--- src/rtl/isu_pkg.sv ---
package isu_pkg;
  localparam int EVT_W  = 20;
  localparam int DATA_W = 32;
  localparam int ADDR_W = 3;

  localparam int B_CARD_DET   = 0;
  localparam int B_RESP_ERR   = 1;
  localparam int B_CMD_DONE   = 2;
  localparam int B_XFER_OVER  = 3;
  localparam int B_TX_REQ     = 4;
  localparam int B_RX_REQ     = 5;
  localparam int B_RESP_CRC   = 6;
  localparam int B_DATA_CRC   = 7;
  localparam int B_RESP_TMO   = 8;
  localparam int B_RD_TMO     = 9;
  localparam int B_STARVE_TMO = 10;
  localparam int B_FIFO_RUN   = 11;
  localparam int B_HW_LOCK    = 12;
  localparam int B_START_BIT  = 13;
  localparam int B_AUTO_DONE  = 14;
  localparam int B_END_BIT    = 15;
  localparam int B_SDIO_LO    = 16;

  localparam logic [EVT_W-1:0] CMD_GRP =
      (EVT_W'(1) << B_RESP_ERR) | (EVT_W'(1) << B_RESP_CRC) |
      (EVT_W'(1) << B_RESP_TMO) | (EVT_W'(1) << B_HW_LOCK);

  localparam logic [EVT_W-1:0] DAT_GRP =
      (EVT_W'(1) << B_DATA_CRC) | (EVT_W'(1) << B_RD_TMO) |
      (EVT_W'(1) << B_STARVE_TMO) | (EVT_W'(1) << B_FIFO_RUN) |
      (EVT_W'(1) << B_HW_LOCK) | (EVT_W'(1) << B_START_BIT) |
      (EVT_W'(1) << B_END_BIT);

  localparam logic [ADDR_W-1:0] A_CTRL  = ADDR_W'(0);
  localparam logic [ADDR_W-1:0] A_MASK  = ADDR_W'(1);
  localparam logic [ADDR_W-1:0] A_MSTAT = ADDR_W'(2);
  localparam logic [ADDR_W-1:0] A_RAW   = ADDR_W'(3);
  localparam logic [ADDR_W-1:0] A_SUM   = ADDR_W'(4);

  localparam int IEN_BIT = 4;
endpackage

--- src/rtl/isu_raw_reg.sv ---
module isu_raw_reg #(
  parameter int W = 20
) (
  input  logic         clk,
  input  logic         rst_n,
  input  logic [W-1:0] evt_i,
  input  logic         clr_we_i,
  input  logic [W-1:0] clr_bits_i,
  output logic [W-1:0] raw_o
);
  logic [W-1:0] raw_q;
  logic [W-1:0] raw_d;
  logic [W-1:0] bit_en;

  for (genvar i = 0; i < W; i++) begin : g_bit
    always_comb begin
      bit_en[i] = evt_i[i] | (clr_we_i & clr_bits_i[i]);
      raw_d[i]  = evt_i[i];
    end

    always_ff @(posedge clk or negedge rst_n) begin
      if (!rst_n)         raw_q[i] <= 1'b0;
      else if (bit_en[i]) raw_q[i] <= raw_d[i];
    end
  end

  assign raw_o = raw_q;

  p_set_sticks_r1: assert property (@(posedge clk) disable iff (!rst_n)
    (evt_i != '0) |=> ((raw_o & $past(evt_i)) == $past(evt_i)))
    else $error("raw bit not set after pulse");

  p_clear_r2: assert property (@(posedge clk) disable iff (!rst_n)
    (clr_we_i && ((clr_bits_i & ~evt_i) != '0))
      |=> ((raw_o & $past(clr_bits_i & ~evt_i)) == '0))
    else $error("raw bit survived clear");
endmodule

--- src/rtl/isu_cfg_regs.sv ---
module isu_cfg_regs
  import isu_pkg::*;
#(
  parameter int W  = 20,
  parameter int AW = 3
) (
  input  logic          clk,
  input  logic          rst_n,
  input  logic          wr_i,
  input  logic [AW-1:0] addr_i,
  input  logic [W-1:0]  wdata_i,
  output logic [W-1:0]  mask_o,
  output logic          ien_o
);
  logic [W-1:0] mask_q;
  logic         ien_q;
  logic         mask_en;
  logic         ctrl_en;

  always_comb begin
    mask_en = wr_i && (addr_i == AW'(A_MASK));
    ctrl_en = wr_i && (addr_i == AW'(A_CTRL));
  end

  always_ff @(posedge clk or negedge rst_n) begin
    if (!rst_n)       mask_q <= '0;
    else if (mask_en) mask_q <= wdata_i;
  end

  always_ff @(posedge clk or negedge rst_n) begin
    if (!rst_n)       ien_q <= 1'b0;
    else if (ctrl_en) ien_q <= wdata_i[IEN_BIT];
  end

  assign mask_o = mask_q;
  assign ien_o  = ien_q;
endmodule

--- src/rtl/isu_err_group.sv ---
module isu_err_group
  import isu_pkg::*;
#(
  parameter int W = 20
) (
  input  logic [W-1:0] raw_i,
  output logic         cmd_err_o,
  output logic         dat_err_o
);
  always_comb begin
    cmd_err_o = |(raw_i & CMD_GRP);
    dat_err_o = |(raw_i & DAT_GRP);
  end
endmodule

--- src/rtl/irq_status_unit.sv ---
module irq_status_unit
  import isu_pkg::*;
#(
  parameter int W  = EVT_W,
  parameter int DW = DATA_W,
  parameter int AW = ADDR_W
) (
  input  logic          clk,
  input  logic          rst_n,
  input  logic [W-1:0]  evt_pulse,
  input  logic          bus_wr,
  input  logic [AW-1:0] bus_addr,
  input  logic [DW-1:0] bus_wdata,
  output logic [DW-1:0] bus_rdata,
  output logic          irq_out,
  output logic          cmd_err,
  output logic          dat_err
);
  logic [W-1:0] raw;
  logic [W-1:0] mask;
  logic [W-1:0] masked;
  logic         ien;
  logic         clr_we;
  logic         irq_q;
  logic         irq_d;
  logic         unused_wdata_hi;

  assign unused_wdata_hi = ^bus_wdata[DW-1:W];
  assign clr_we = bus_wr && (bus_addr == AW'(A_RAW));

  isu_raw_reg #(.W(W)) u_raw (
    .clk(clk), .rst_n(rst_n), .evt_i(evt_pulse),
    .clr_we_i(clr_we), .clr_bits_i(bus_wdata[W-1:0]), .raw_o(raw)
  );

  isu_cfg_regs #(.W(W), .AW(AW)) u_cfg (
    .clk(clk), .rst_n(rst_n), .wr_i(bus_wr), .addr_i(bus_addr),
    .wdata_i(bus_wdata[W-1:0]), .mask_o(mask), .ien_o(ien)
  );

  isu_err_group #(.W(W)) u_grp (
    .raw_i(raw), .cmd_err_o(cmd_err), .dat_err_o(dat_err)
  );

  assign masked = raw & mask;

  always_comb irq_d = ien & (|masked);

  always_ff @(posedge clk or negedge rst_n) begin
    if (!rst_n) irq_q <= 1'b0;
    else        irq_q <= irq_d;
  end

  assign irq_out = irq_q;

  always_comb begin
    bus_rdata = '0;
    unique case (bus_addr)
      AW'(A_CTRL):  bus_rdata[IEN_BIT] = ien;
      AW'(A_MASK):  bus_rdata[W-1:0]   = mask;
      AW'(A_MSTAT): bus_rdata[W-1:0]   = masked;
      AW'(A_RAW):   bus_rdata[W-1:0]   = raw;
      AW'(A_SUM):   bus_rdata[1:0]     = {dat_err, cmd_err};
      default:      bus_rdata          = '0;
    endcase
  end

  p_irq_gate_r5: assert property (@(posedge clk) disable iff (!rst_n)
    !ien |=> !irq_out)
    else $error("irq raised while disabled");

  p_irq_empty_r6: assert property (@(posedge clk) disable iff (!rst_n)
    ((raw & mask) == '0) |=> !irq_out)
    else $error("irq raised with empty masked status");
endmodule

--- config.mk ---
export PLATFORM = sky130hd
export DESIGN_NAME = irq_status_unit
export DESIGN_NICKNAME = d
export VERILOG_FILES = /design/src/rtl/isu_pkg.sv /design/src/rtl/isu_raw_reg.sv /design/src/rtl/isu_cfg_regs.sv /design/src/rtl/isu_err_group.sv /design/src/rtl/irq_status_unit.sv
export SDC_FILE = /design/constraint.sdc
export NUM_CORES = 1
export LEC_CHECK = 0
export ABC_AREA = 1
export BUFFER_PORTS_ARGS = -buffer_cell sky130_fd_sc_hd__buf_2
export CORE_MARGIN = 2
export CORE_UTILIZATION = 52
export CTS_BUF_LIST = sky130_fd_sc_hd__clkbuf_16
export DETAILED_ROUTE_END_ITERATION = 6
export GPL_TIMING_DRIVEN = 0
export PLACE_DENSITY_LB_ADDON = 0.3
export SLEW_MARGIN = 20
export SYNTH_ARGS = -nofsm -noshare
export SYNTH_HDL_FRONTEND = slang
export SYNTH_SLANG_ARGS = --single-unit
--- constraint.sdc ---
create_clock -name clk -period 2.7 [get_ports clk]
set_input_delay 0.405 -clock clk [delete_from_list [all_inputs] [get_ports clk]]
set_output_delay 0.405 -clock clk [all_outputs]
set_load 0.01 [all_outputs]
==> flow_summary.json <==
{
  "status": "finished, final reports clean",
  "cts_tree": "yes",
  "root_buffer": "clkbuf_16",
  "tns_ns": 0,
  "die_height_um": 70.14,
  "gp_congestion": 0.7977,
  "ir_drop_mv": 0.3276,
  "fmax_ghz": 0.5345,
  "skew_ns": 0.004944,
  "clock_sinks": 42,
  "ys_seq_area_frac": 0.4620,
  "placed_area_um2": 2721,
  "critPathCaptureType": "output port",
  "worst_pin_slew_ns": 0.9191,
  "design_area_um2": 2859,
  "htreeDepth": 2,
  "grt_overflow_total": 0,
  "grt_pass1_vias": 2067,
  "ys_types": 17,
  "synthSimpleGateAreaFrac": 0.2299,
  "port_buffers": 68,
  "post_cts.repair.setup_buffers": 0,
  "avgSynthCellArea_um2": 7.314,
  "leakage_uw": 0.001627,
  "route.antenna.remaining_nets": 0,
  "synth_compound_area_frac": 0.1661,
  "area_delta_synth_final_pct": 25.69,
  "num_vias": 2258,
  "die_x_um": 70.14,
  "hpwlAfterDp_um": 4146,
  "finalCritPeriodShare": 0.6930,
  "clockBufferDepth": 2,
  "synth_top_family_by_area": "simple AND/OR/NAND/NOR gates",
  "pin_count": 93,
  "dieArea_um2": 4920,
  "fillCellCount": 386,
  "grt_start_max_net_pins": 43,
  "syn_area_um2": 2275,
  "layout_commonest_cell": "nand2_1",
  "start_util": 0.5297,
  "path_common_cell": "buf_2",
  "p_sw_uw": 483.1,
  "worstSetupPathType": "in2out",
  "layout_common_cells": "nand2_1, buf_2, inv_1, dfrtp_1, o21ai_1",
  "p_per_area_nw_per_um2": 577.4,
  "routedWlPerCell_um": 13.03,
  "cts_made_buffers": 5,
  "cp_data_required_time_ns": 2.30,
  "clkPwrFrac": 0.345,
  "hold_class": "in2async",
  "nets": 455,
  "synth-seq-cells": 42,
  "p_int_uw": 1168,
  "drv_slew": 0,
  "min_period_ns": 1.871,
  "rsz0062_at_grt": "no",
  "drtPass1Iterations": 4,
  "synthAdderAreaFrac": 0,
  "utilization": 0.6658,
  "setup_ws_ns": 0.8289,
  "crit_chain": "buf_2 > clkbuf_1 > nor3_1 > nand2_1 > nand4_1 > buf_2",
  "drt_iter0_drc": 154,
  "ys.warnings.count": 0,
  "drc": 0,
  "setup_violations": 0,
  "drive_gt1_frac": 0.2462,
  "hold_buffers": 0,
  "hold_viol": 0,
  "critPathLaunchType": "input pin",
  "maxSlewHeadroom": 0.3873,
  "muxShareOfSynthArea": 0,
  "clk_latency_ns": 0.28,
  "cts_resized": 0,
  "critPathMaxFanout": 10,
  "pre_cts_ws_ns": 0.8530,
  "num_rows": 24,
  "clk_pin_slew_ns": 0.06,
  "critPathMaxStageDelay_ns": 0.34,
  "combPwrFrac": 0.192,
  "antenna_found_initial": 0,
  "drv_cap": 0,
  "diodes": 0,
  "synth_xor_area_frac": 0,
  "drt-total-wl_um": 5864,
  "p_seq_frac": 0.463,
  "core_um2": 4294,
  "cp_slowest_cell": "nor3_1",
  "grt_pass1_wl_um": 9287,
  "netlist_instances": 311,
  "via_per_inst": 5.018,
  "power.share.switching": 0.2927,
  "crit_arrival_ns": 1.47,
  "holdWs_ns": 0.2553,
  "grt_usage": 0.2435
}
## cell families after synthesis
logic type,after synthesis
buffers and inverters,69
other,1
AO/OA/AOI/OAI,66
flip-flops,42
AND/OR/NAND/NOR,133
## power groups by stage
stage | Combinational [uW] | Sequential (uW) | Clock, uW
after floorplan | 199 | 760 | 0
after global placement | 306 | 767 | 0
after detailed placement | 317 | 772 | 0
after CTS | 320 | 762 | 576
after global routing | 357 | 773 | 598
final | 318 | 764 | 569
## critical path: cells and delay by family
family / cells / cell delay [ns]
AND/OR/NAND/NOR: 3 / 0.56
buffers and inverters: 3 / 0.50
## worst paths after layout
path	startpoint	to	slack, ns	cells after the start
max in group asynchronous	rst_n	u_cfg.mask_o[13]	1.87	1
max reg2reg	u_cfg.mask_o[9]	irq_out	1.64	6
min in group clk	evt_pulse[0]	u_raw.raw_o[0]	0.30	3
max	bus_addr[0]	bus_rdata[0]	0.83	6
min reg2reg	u_raw.raw_o[16]	u_raw.raw_o[16]	0.51	2
min	rst_n	u_cfg.mask_o[18]	0.26	1
## final cells by class
| class | instances | area (um2) | share of cell area |
|---|---|---|---|
| inverter | 45 | 168.9 | 0.05908 |
| sequential | 42 | 1051 | 0.3676 |
| timing repair buffer | 68 | 340.3 | 0.1190 |
| clock inverter | 3 | 12.51 | 0.004376 |
| buffer | 24 | 150.1 | 0.05252 |
| multi-input combinational | 211 | 945.9 | 0.3309 |
| tap | 52 | 65.06 | 0.02276 |
| clock buffer | 5 | 125.1 | 0.04376 |
## sequential cells by signal (all words and copies together) (netlist names)
signal,count
u_cfg.mask_o,20
u_raw.raw_o,20
irq_out,1
u_cfg.ien_o,1
## per-stage QoR
step,instances,power [uW]
6_report,450,1651
3_3_place_gp,442,1073
5_1_grt,450,1729
4_1_cts,450,1657
2_1_floorplan,322,959.3
3_5_place_dp,442,1088
## synthesized netlist by cell type
| cell | n | area (um2) |
|---|---|---|
| buf_2 | 9 | 45.04 |
| buf_4 | 13 | 97.59 |
| clkbuf_1 | 2 | 7.510 |
| conb_1 | 1 | 3.750 |
| dfrtp_1 | 42 | 1051 |
| inv_1 | 44 | 165.2 |
| inv_2 | 1 | 3.750 |
| nand2_1 | 104 | 390.4 |
| nand3_1 | 4 | 20.02 |
| nand4_1 | 4 | 25.02 |
| nor2_1 | 18 | 67.56 |
| nor3_1 | 2 | 10.01 |
| nor3_2 | 1 | 10.01 |
| o211ai_1 | 13 | 97.59 |
| o21ai_0 | 13 | 65.06 |
| o21ai_1 | 34 | 170.2 |
| o21bai_1 | 6 | 45.04 |
## layer usage
layer,routed length (um),global-route usage,part of all wire,vias up
met2,2817,0.3937,0.48,100
met3,408,0.05483,0.070,19
li1,-,-,-,1126
met5,0,0,0,-
met4,173,0.09402,0.030,0
met1,2464,0.3203,0.42,1013
Power figures use the tool's default switching activity.
